$ cat src/rtl/rxb_pkg.sv
package rxb_pkg;

  localparam int CNT_W = 5;

  typedef enum logic [2:0] {
    ST_IDLE,
    ST_START,
    ST_DATA,
    ST_PAR,
    ST_STOP,
    ST_TAIL
  } rx_state_e;

  // ticks per bit for a ratio selection code
  function automatic logic [CNT_W-1:0] ratio_len(input logic [1:0] sel);
    case (sel)
      2'b00:   ratio_len = CNT_W'(16);
      2'b01:   ratio_len = CNT_W'(8);
      default: ratio_len = CNT_W'(4);
    endcase
  endfunction

endpackage

$ cat src/rtl/rxb_sync.sv
module rxb_sync #(
  parameter int STAGES = 2
) (
  input  logic clk,
  input  logic rst_n,
  input  logic d_i,
  output logic q_o
);
  logic [STAGES-1:0] chain_q;

  always_ff @(posedge clk or negedge rst_n) begin
    if (!rst_n) chain_q <= '1;
    else        chain_q <= {chain_q[STAGES-2:0], d_i};
  end

  assign q_o = chain_q[STAGES-1];
endmodule

$ cat src/rtl/rxb_frame.sv
module rxb_frame
  import rxb_pkg::*;
#(
  parameter int DATA_BITS = 8
) (
  input  logic                 clk,
  input  logic                 rst_n,
  input  logic                 tick_i,
  input  logic                 rx_i,
  input  logic                 en_i,
  input  logic [1:0]           ratio_i,
  input  logic                 par_en_i,
  input  logic                 par_odd_i,
  output logic                 done_o,
  output logic [DATA_BITS-1:0] data_o,
  output logic                 per_o,
  output logic                 fer_o,
  output logic                 brk_o
);
  localparam int IDX_W = (DATA_BITS > 1) ? $clog2(DATA_BITS) : 1;

  rx_state_e            state_q;
  logic [CNT_W-1:0]     pos_q, len_q;
  logic [IDX_W-1:0]     idx_q;
  logic [DATA_BITS-1:0] shreg_q;
  logic                 par_acc_q, zero_q;
  logic [CNT_W-1:0]     half_m1, last_pos;
  logic                 at_mid, at_last;

  assign half_m1  = (len_q >> 1) - CNT_W'(1);
  assign last_pos = len_q - CNT_W'(1);
  assign at_mid   = (pos_q == half_m1);
  assign at_last  = (pos_q == last_pos);

  always_ff @(posedge clk or negedge rst_n) begin
    if (!rst_n) begin
      state_q   <= ST_IDLE;
      pos_q     <= '0;
      len_q     <= CNT_W'(16);
      idx_q     <= '0;
      shreg_q   <= '0;
      par_acc_q <= 1'b0;
      zero_q    <= 1'b1;
      done_o    <= 1'b0;
      data_o    <= '0;
      per_o     <= 1'b0;
      fer_o     <= 1'b0;
      brk_o     <= 1'b0;
    end else begin
      done_o <= 1'b0;
      if (!en_i) begin
        state_q <= ST_IDLE;
      end else if (tick_i) begin
        if (state_q != ST_IDLE) pos_q <= at_last ? '0 : pos_q + CNT_W'(1);
        case (state_q)
          ST_IDLE: begin
            if (!rx_i) begin
              // this tick is pulse 1 of the start bit
              state_q   <= ST_START;
              pos_q     <= CNT_W'(1);
              len_q     <= ratio_len(ratio_i);
              idx_q     <= '0;
              par_acc_q <= 1'b0;
              zero_q    <= 1'b1;
            end
          end
          ST_START: begin
            if (at_mid && rx_i) state_q <= ST_IDLE;
            else if (at_last)   state_q <= ST_DATA;
          end
          ST_DATA: begin
            if (at_mid) begin
              shreg_q   <= {rx_i, shreg_q[DATA_BITS-1:1]};
              par_acc_q <= par_acc_q ^ rx_i;
              if (rx_i) zero_q <= 1'b0;
            end
            if (at_last) begin
              if (idx_q == IDX_W'(DATA_BITS-1)) state_q <= par_en_i ? ST_PAR : ST_STOP;
              else                             idx_q   <= idx_q + IDX_W'(1);
            end
          end
          ST_PAR: begin
            if (at_mid) begin
              par_acc_q <= par_acc_q ^ rx_i;
              if (rx_i) zero_q <= 1'b0;
            end
            if (at_last) state_q <= ST_STOP;
          end
          ST_STOP: begin
            if (at_mid) begin
              done_o  <= 1'b1;
              data_o  <= shreg_q;
              fer_o   <= !rx_i;
              per_o   <= par_en_i && (par_acc_q != par_odd_i);
              brk_o   <= !rx_i && zero_q;
              state_q <= ST_TAIL;
            end
          end
          ST_TAIL: begin
            if (at_last) state_q <= ST_IDLE;
          end
          default: state_q <= ST_IDLE;
        endcase
      end
    end
  end

  assert_glitch_R3: assert property (@(posedge clk) disable iff (!rst_n)
    (en_i && tick_i && state_q == ST_START && at_mid && rx_i) |=> (state_q == ST_IDLE));

  assert_re_abort_R10: assert property (@(posedge clk) disable iff (!rst_n)
    (!en_i) |=> (state_q == ST_IDLE && !done_o));
endmodule

$ cat src/rtl/rxb_flags.sv
module rxb_flags (
  input  logic clk,
  input  logic rst_n,
  input  logic done_i,
  input  logic per_i,
  input  logic fer_i,
  input  logic brk_i,
  input  logic per_clr_i,
  input  logic fer_clr_i,
  input  logic brk_clr_i,
  output logic per_o,
  output logic fer_o,
  output logic brk_o,
  output logic push_o
);
  logic lock_q, lock_nxt, brk_left;

  // break flag as it stands after this cycle's clear
  assign brk_left = brk_o & ~brk_clr_i;
  assign lock_nxt = brk_i | (lock_q & ~(~brk_left & ~fer_i));
  assign push_o   = done_i & ~lock_nxt;

  always_ff @(posedge clk or negedge rst_n) begin
    if (!rst_n) begin
      per_o  <= 1'b0;
      fer_o  <= 1'b0;
      brk_o  <= 1'b0;
      lock_q <= 1'b0;
    end else begin
      per_o <= (per_o & ~per_clr_i) | (done_i & per_i);
      fer_o <= (fer_o & ~fer_clr_i) | (done_i & fer_i);
      brk_o <= (brk_o & ~brk_clr_i) | (done_i & brk_i);
      if (done_i) lock_q <= lock_nxt;
    end
  end

  assert_sticky_R9: assert property (@(posedge clk) disable iff (!rst_n)
    (fer_o && !fer_clr_i) |=> fer_o);

  assert_brk_sets_R6: assert property (@(posedge clk) disable iff (!rst_n)
    (done_i && brk_i) |=> (brk_o && fer_o));

  assert_locked_R8: assert property (@(posedge clk) disable iff (!rst_n)
    (done_i && brk_o && !brk_clr_i) |-> !push_o);
endmodule

$ cat src/rtl/rxb_push.sv
module rxb_push #(
  parameter int DATA_BITS = 8
) (
  input  logic                 clk,
  input  logic                 rst_n,
  input  logic                 load_i,
  input  logic [DATA_BITS-1:0] data_i,
  input  logic                 per_i,
  input  logic                 fer_i,
  input  logic                 ready_i,
  output logic                 valid_o,
  output logic [DATA_BITS-1:0] data_o,
  output logic                 per_o,
  output logic                 fer_o
);
  logic slot_free;
  assign slot_free = !valid_o || ready_i;

  always_ff @(posedge clk or negedge rst_n) begin
    if (!rst_n) begin
      valid_o <= 1'b0;
      data_o  <= '0;
      per_o   <= 1'b0;
      fer_o   <= 1'b0;
    end else if (load_i && slot_free) begin
      valid_o <= 1'b1;
      data_o  <= data_i;
      per_o   <= per_i;
      fer_o   <= fer_i;
    end else if (ready_i) begin
      valid_o <= 1'b0;
    end
  end

  assert_hold_R11: assert property (@(posedge clk) disable iff (!rst_n)
    (valid_o && !ready_i) |=> (valid_o && $stable(data_o) && $stable(fer_o)));
endmodule

$ cat src/rtl/serial_rx_break.sv
module serial_rx_break #(
  parameter int DATA_BITS   = 8,
  parameter int SYNC_STAGES = 2
) (
  input  logic                 clk,
  input  logic                 rst_n,
  input  logic                 tick_en,
  input  logic                 rx_in,
  input  logic [1:0]           ratio_sel,
  input  logic                 par_en,
  input  logic                 par_odd,
  input  logic                 rx_en,
  input  logic                 tx_en,
  input  logic                 tx_ser,
  output logic                 push_valid,
  input  logic                 push_ready,
  output logic [DATA_BITS-1:0] push_data,
  output logic                 push_per,
  output logic                 push_fer,
  output logic                 per_flag,
  output logic                 fer_flag,
  output logic                 brk_flag,
  input  logic                 per_clr,
  input  logic                 fer_clr,
  input  logic                 brk_clr,
  output logic                 txd,
  output logic                 tx_run
);
  logic                 rx_s;
  logic                 f_done, f_per, f_fer, f_brk, do_push;
  logic [DATA_BITS-1:0] f_data;

  rxb_sync #(.STAGES(SYNC_STAGES)) u_sync (
    .clk(clk), .rst_n(rst_n), .d_i(rx_in), .q_o(rx_s)
  );

  rxb_frame #(.DATA_BITS(DATA_BITS)) u_frame (
    .clk(clk), .rst_n(rst_n), .tick_i(tick_en), .rx_i(rx_s), .en_i(rx_en),
    .ratio_i(ratio_sel), .par_en_i(par_en), .par_odd_i(par_odd),
    .done_o(f_done), .data_o(f_data), .per_o(f_per), .fer_o(f_fer), .brk_o(f_brk)
  );

  rxb_flags u_flags (
    .clk(clk), .rst_n(rst_n), .done_i(f_done), .per_i(f_per), .fer_i(f_fer),
    .brk_i(f_brk), .per_clr_i(per_clr), .fer_clr_i(fer_clr), .brk_clr_i(brk_clr),
    .per_o(per_flag), .fer_o(fer_flag), .brk_o(brk_flag), .push_o(do_push)
  );

  rxb_push #(.DATA_BITS(DATA_BITS)) u_push (
    .clk(clk), .rst_n(rst_n), .load_i(do_push), .data_i(f_data), .per_i(f_per),
    .fer_i(f_fer), .ready_i(push_ready), .valid_o(push_valid), .data_o(push_data),
    .per_o(push_per), .fer_o(push_fer)
  );

  // transmit gate: disabling forces mark level and holds the core idle
  assign tx_run = tx_en;
  assign txd    = tx_en ? tx_ser : 1'b1;
endmodule

$ cat config.mk
export PLATFORM = sky130hd
export DESIGN_NAME = serial_rx_break
export DESIGN_NICKNAME = d
export VERILOG_FILES = /design/src/rtl/rxb_pkg.sv /design/src/rtl/rxb_sync.sv /design/src/rtl/rxb_frame.sv /design/src/rtl/rxb_flags.sv /design/src/rtl/rxb_push.sv /design/src/rtl/serial_rx_break.sv
export SDC_FILE = /design/constraint.sdc
export NUM_CORES = 1
export LEC_CHECK = 0
export ABC_AREA = 1
export BUFFER_PORTS_ARGS = -buffer_cell sky130_fd_sc_hd__buf_4
export CAP_MARGIN = 20
export CORE_MARGIN = 8
export CORE_UTILIZATION = 52
export CTS_CLUSTER_DIAMETER = 40
export CTS_CLUSTER_SIZE = 25
export DETAILED_ROUTE_END_ITERATION = 10
export GPL_TIMING_DRIVEN = 0
export PLACE_DENSITY = 0.76
export SKIP_LAST_GASP = 1
export SYNTH_ARGS = -nofsm -noshare
export SYNTH_HDL_FRONTEND = slang
export SYNTH_SLANG_ARGS = --single-unit
$ cat constraint.sdc
create_clock -name clk -period 1.7 [get_ports clk]
set_input_delay 0.085 -clock clk [delete_from_list [all_inputs] [get_ports clk]]
set_output_delay 0.085 -clock clk [all_outputs]
set_load 0.02 [all_outputs]
# Yosys cells after proc, flatten, opt, wreduce, memory -nomap -nowiden
# Index checks and enable logic that the tools add are counted.
# W data, S select, Z words.
[op_classes]
addsub = 4
multipliers = 0
div = 0
n_lt_le_gt_ge = 0
eq_ne = 23
shift = 0
muxes = 35
bitwise_logic = 22
n_reduce_logical = 22
[ops]
columns = ["op", "n"]
rows = [
  ["$mux W3", 14],
  ["$mux W5", 4],
  ["$pmux W3 S6", 1],
  ["$ne A3 B2 Y1 const B", 5],
  ["$mux W1", 12],
  ["$reduce_and A4 Y1", 3],
  ["$reduce_and A6 Y1", 2],
  ["$eq A5 B5 Y1", 2],
  ["$pmux W5 S2", 1],
  ["$and A1 B1 Y1", 9],
  ["$eq A3 B3 Y1 const B", 3],
  ["$not A1 Y1", 8],
  ["$reduce_and A8 Y1", 1],
  ["$eq A3 B2 Y1 const B", 2],
  ["$ne A2 B1 Y1 const B", 3],
  ["$ne A2 B2 Y1 const B", 3],
  ["$pmux W3 S2", 1],
  ["$reduce_bool A2 Y1", 3],
  ["$add A5 B1 Y5 const B", 1],
  ["$reduce_and A5 Y1", 1],
  ["$sub A4 B1 Y5 const B", 1],
  ["$sub A5 B1 Y5 const B", 1],
  ["$logic_and A1 B1 Y1", 4],
  ["$ne A4 B2 Y1 const B", 1],
  ["15 further kinds", 20],
]
[totals]
register_bits = 55
latchBits = 0
ramBits = 0
mem_bits_ro = 0
output_inout_bits = 16
word_cells = 127
memories = 0

# Depth between registers and ports, before layout
[logic_depth]
depth_word = 11
mapped_depth = 13
ltp_nobuf = 13

# Modules after synthesis
# A second synthesis with hierarchy kept.
[unflattened]
cells_unflattened = 320
hier_area_um2 = 2697.6
[modules_own_cells]
columns = ["module", "instances", "cells_per_inst", "area_per_inst_um2", "seq_area_each_um2"]
rows = [
  ["rxb_frame", 1, 245, 2004.4, 903.4],
  ["rxb_push", 1, 48, 446.7, 275.3],
  ["rxb_flags", 1, 22, 178.9, 100.1],
  ["rxb_sync", 1, 2, 52.6, 52.6],
  ["serial_rx_break", 1, 3, 15.0, 0.0],
]

# Least setup slack after synthesis
# No wires, ideal clock.
[synth_path]
kind = "register to register"
start = "register u_frame.len_q[2]"
end = "register u_frame.fer_o"
setup_ns = 0.127
arrival_time_ns = 1.637
path_slack_ns = -0.063
path_stages_with_launch = 11
path_buffers = 1
period_less_slack_ns = 1.763
path_cell_list = "dfrtp_1 -> inv_2 -> ha_1 -> inv_1 -> nand2_1 -> nand2_1 -> nor2_2 -> nand3_2 -> nor3_4 -> buf_6 -> o21ai_0"
[synth_via]
elab_chain_cells = 3
[synth_rtl]
columns = ["item", "line", "text"]
rows = [
  ["start, declared", "rxb_frame.sv:23", "logic [CNT_W-1:0] pos_q, len_q;"],
  ["start signal, assigned", "rxb_frame.sv:61", "len_q <= ratio_len(ratio_i);"],
  ["$sub A4 B1 Y5", "rxb_frame.sv:30", "assign half_m1 = (len_q >> 1) - CNT_W'(1);"],
  ["$eq A5 B5 Y1", "rxb_frame.sv:32", "assign at_mid = (pos_q == half_m1);"],
  ["$reduce_and A4 Y1 (no source line)", "-", ""],
  ["end signal, assigned", "rxb_frame.sv:93", "fer_o <= !rx_i;"],
  ["end, declared", "rxb_frame.sv:17", "output logic fer_o,"],
]
# No other way between the ends.
# A chain may end at the register's enable or synchronous reset.

# Worst setup path in the final report
# Same ends and word-level chain as after synthesis.

==> metrics <==
Reg2Reg Depth 11; worst setup path start u_frame.len_q[2]$_DFFE_PN0P_; total power 3980 uW; violated checks negative setup slack; synthesized instance count 306; hold path endpoint u_push.valid_o$_DFFE_PN0P_; core area roughly 0.0048 mm2; Placer Congestion between 0.8 and 0.9; skew final 0.00501 ns; synthesized cell area 0.00258 mm2; status finished with violations; Row Count 25; placed cell count 402; main combinational cell family by area after synthesis simple AND/OR/NAND/NOR gates; Die ar. approximately 0.0075 mm2; worst-margin pin slew 0.650 ns; Clock Sinks 53; Max clock buf depth 2; I/O Buffers 29; CP endpoint kind flip-flop; Pins Over Slew Limit 0; die width 86.5 um; Top FF cell, synth dfrtp_1; Critical-path top delay cell dfrtp_1; root buffer cell clkbuf_8; Avg Inst Size Synth 8.44 um2; global-route wire length before repair between 9000 and 10000 um; ANT nets after route 0; vias in the first global route 2100; RSZ-0062 raised after global routing true; post-detail-place hpwl 3840 um; Synth Area in Compound Gates 11.6%; antenna fix cells 0; mean routed wirelength per cell 12.5 um; Async SR Flop Fraction 100%; Achievable Freq between 0.5 and 0.6 GHz; non-filler cells, final 427; Total GRT Usage 15.3%; share of cells above drive strength 1 28.1%; Worst Path Max Fanout 5; IO Count 31; Vias per Instance ~5; Slew HR 56.7%; Worst VDD drop 1.01 mV; HP Class input port to flip-flop; worst endpoint required time 1.90 ns; cts bufs inserted 5; mux contribution to synthesized area 0.872%; CTS tree yes; period utilisation layout 103%; R2R Path End u_frame.fer_o$_DFFE_PN0P_; Area Growth Syn to Fin 26.5%; max-cap viol count 0; Worst EP arrival approximately 2.0 ns; design area 0.00327 mm2; Via Count 2129; Worst-Skew Late Latency about 0.3 ns; CTS clk-pin slew, worst paths 0.09 ns; Seq/Total Area, Yosys 51.5%; DR pass1 iterations 4; adder and majority cell fraction of the synthesized area 1.94%; number of synthesized flops with an enable pin 0; global route overflow 0; hold path start push_ready; fin worst setup slack -0.0553 ns; DRC 0; most common cell after layout, fill and taps aside nand2_1; nets@finish about 380; CP Cell Sequence inv_2, ha_4, inv_2, nand2_2, nand2_2, nor2_2, nand3_2, nor3_4, buf_6, buf_6, o21ai_1; fill count 385; DRT Wirelength 5360 um; initial antenna violation count 0; CP Launch Type flip-flop; Iter 0 DRT Violations 114; FF+latch count, synth 53; Final min period 1.76 ns; Die Height 86.5 um; flop2flop setup slack -0.06 ns; leakage 0.00163 uW; Final Hold Fails 0; CP max stage delay 0.37 ns; commonest non-fill, non-tap cells in the layout nand2_1, dfrtp_1, inv_1, buf_4, o21ai_0; Max H-tree Level 2; worst slack, placed -0.260 ns; Placed Instance Area a little under 0.003 mm2; PwrDens 1220 mW/mm2; R2R Path Start u_frame.len_q[2]$_DFFE_PN0P_; count of cell types in the netlist 35; Initial Util 54.3%; Final setup viols 11; Synthesized Nets between 300 and 400; CP Class flip-flop to flip-flop; area fraction in and, or, nand and nor cells after synthesis 24.1%; Hold Crit Depth 4; pin count of the biggest net entering global routing 54; xor/xnor share of the synthesized area 1.36%; yosys warns 0
layout make-up:
type	count	area, um2	share of cell area, %
clock inverter	2	38.8	1.19
inverter	47	179	5.47
timing repair buffer	47	390	11.9
tap	67	83.8	2.57
buffer	6	41.3	1.26
multi-input combinational	199	1130	34.6
clock buffer	6	72.6	2.22
sequential	53	1330	40.7
registers in the layout, summed over array words and instances (netlist names), 2 cells and up:
signal / count
u_frame.state_q: 3
u_frame.pos_q: 5
u_sync.chain_q: 2
u_frame.data_o: 8
u_push.data_o: 8
u_frame.idx_q: 3
u_frame.shreg_q: 8
u_frame.len_q: 3
synthesized netlist by cell type (2+ instances only):
cell     instances  area share, %
o22ai_1          6            1.5
dfstp_2          4            4.1
dfrtp_1         49             47
inv_1           41            6.0
o21ai_1          5           0.97
o21ai_2          2           0.68
inv_2            6           0.87
nor2_2           4           0.97
nand2_2          5            1.2
xnor2_1          2           0.68
nor2_1          15            2.2
xor2_1           2           0.68
buf_2            3           0.58
buf_4            2           0.58
o21ai_0         30            5.8
nand4_1          6            1.5
or2_2            2           0.48
a21oi_1          7            1.4
nor3_1           2           0.39
nand2_1         77             11
nand3_1         17            3.3
nand4_2          2           0.97
mux2_2           2           0.87
ha_1             4            1.9
metal layers:
metal / vias up / track usage [%] / routed length, um / share of wire [%]
met5: - / 0 / 0 / 0
met4: 0 / 5.16 / 68 / 1.3
met3: 8 / 4.54 / 316 / 5.9
met2: 43 / 27.0 / 2760 / 51
met1: 989 / 17.0 / 2220 / 41
li1: 1089 / - / - / -
power by group:
group          internal [uW]  switching (uW)
combinational            613             938
clock                    442             395
sequential              1450             143
metrics by stage:
stage | util, % | setup TNS (ns) | hold WS [ns]
final | 68.7 | -0.374 | 0.0573
after global routing | 68.7 | -2.64 | 0.0733
after CTS | 66.6 | -0.0750 | 0.0282
after detailed placement | 60.9 | -4.40 | 0.158
after global placement | 60.9 | -3.67 | 0.157
after floorplan | - | -0.0810 | -0.211
what timing repair did:
item	4_1_cts	5_1_grt
buffers inserted	7	4
hold buffers	7	0
cloned	0	1
endpoints found under the hold margin	54	0
pin swaps	3	4
gates resized for setup	9	23
setup endpoints to repair	27	39
critical path: cells and delay by family (launching register included):
family / cells / cell delay (ns)
buf+inv: 4 / 0.38
compound gates: 1 / 0.06
fa+ha+maj: 1 / 0.29
simple gates: 5 / 0.55
flops: 1 / 0.37
how the worst max path moves through the flow:
stage,endpoint,slack (ns),depth (start not counted)
detailed placement,u_frame.data_o[0]$_DFFE_PN0P_,-0.26,10
finish,u_frame.fer_o$_DFFE_PN0P_,-0.06,11
CTS,u_frame.data_o[0]$_DFFE_PN0P_,-0.02,10
global placement,u_frame.brk_o$_DFFE_PN0P_,-0.23,10
floorplan,u_frame.fer_o$_DFFE_PN0P_,-0.01,10
global route,u_frame.fer_o$_DFFE_PN0P_,-0.20,11
logic make-up (layout without fill, tap and decap cells):
logic type / Yosys count / in the layout
AO/OA/AOI/OAI: 54 / 54
XOR/XNOR: 4 / 4
adder cells (fa/ha/maj): 4 / 4
buffers and inverters: 54 / 108
flip-flops: 53 / 53
multiplexers: 2 / 2
AND/OR/NAND/NOR: 135 / 135
No activity file was read; power rests on OpenSTA's default activity.
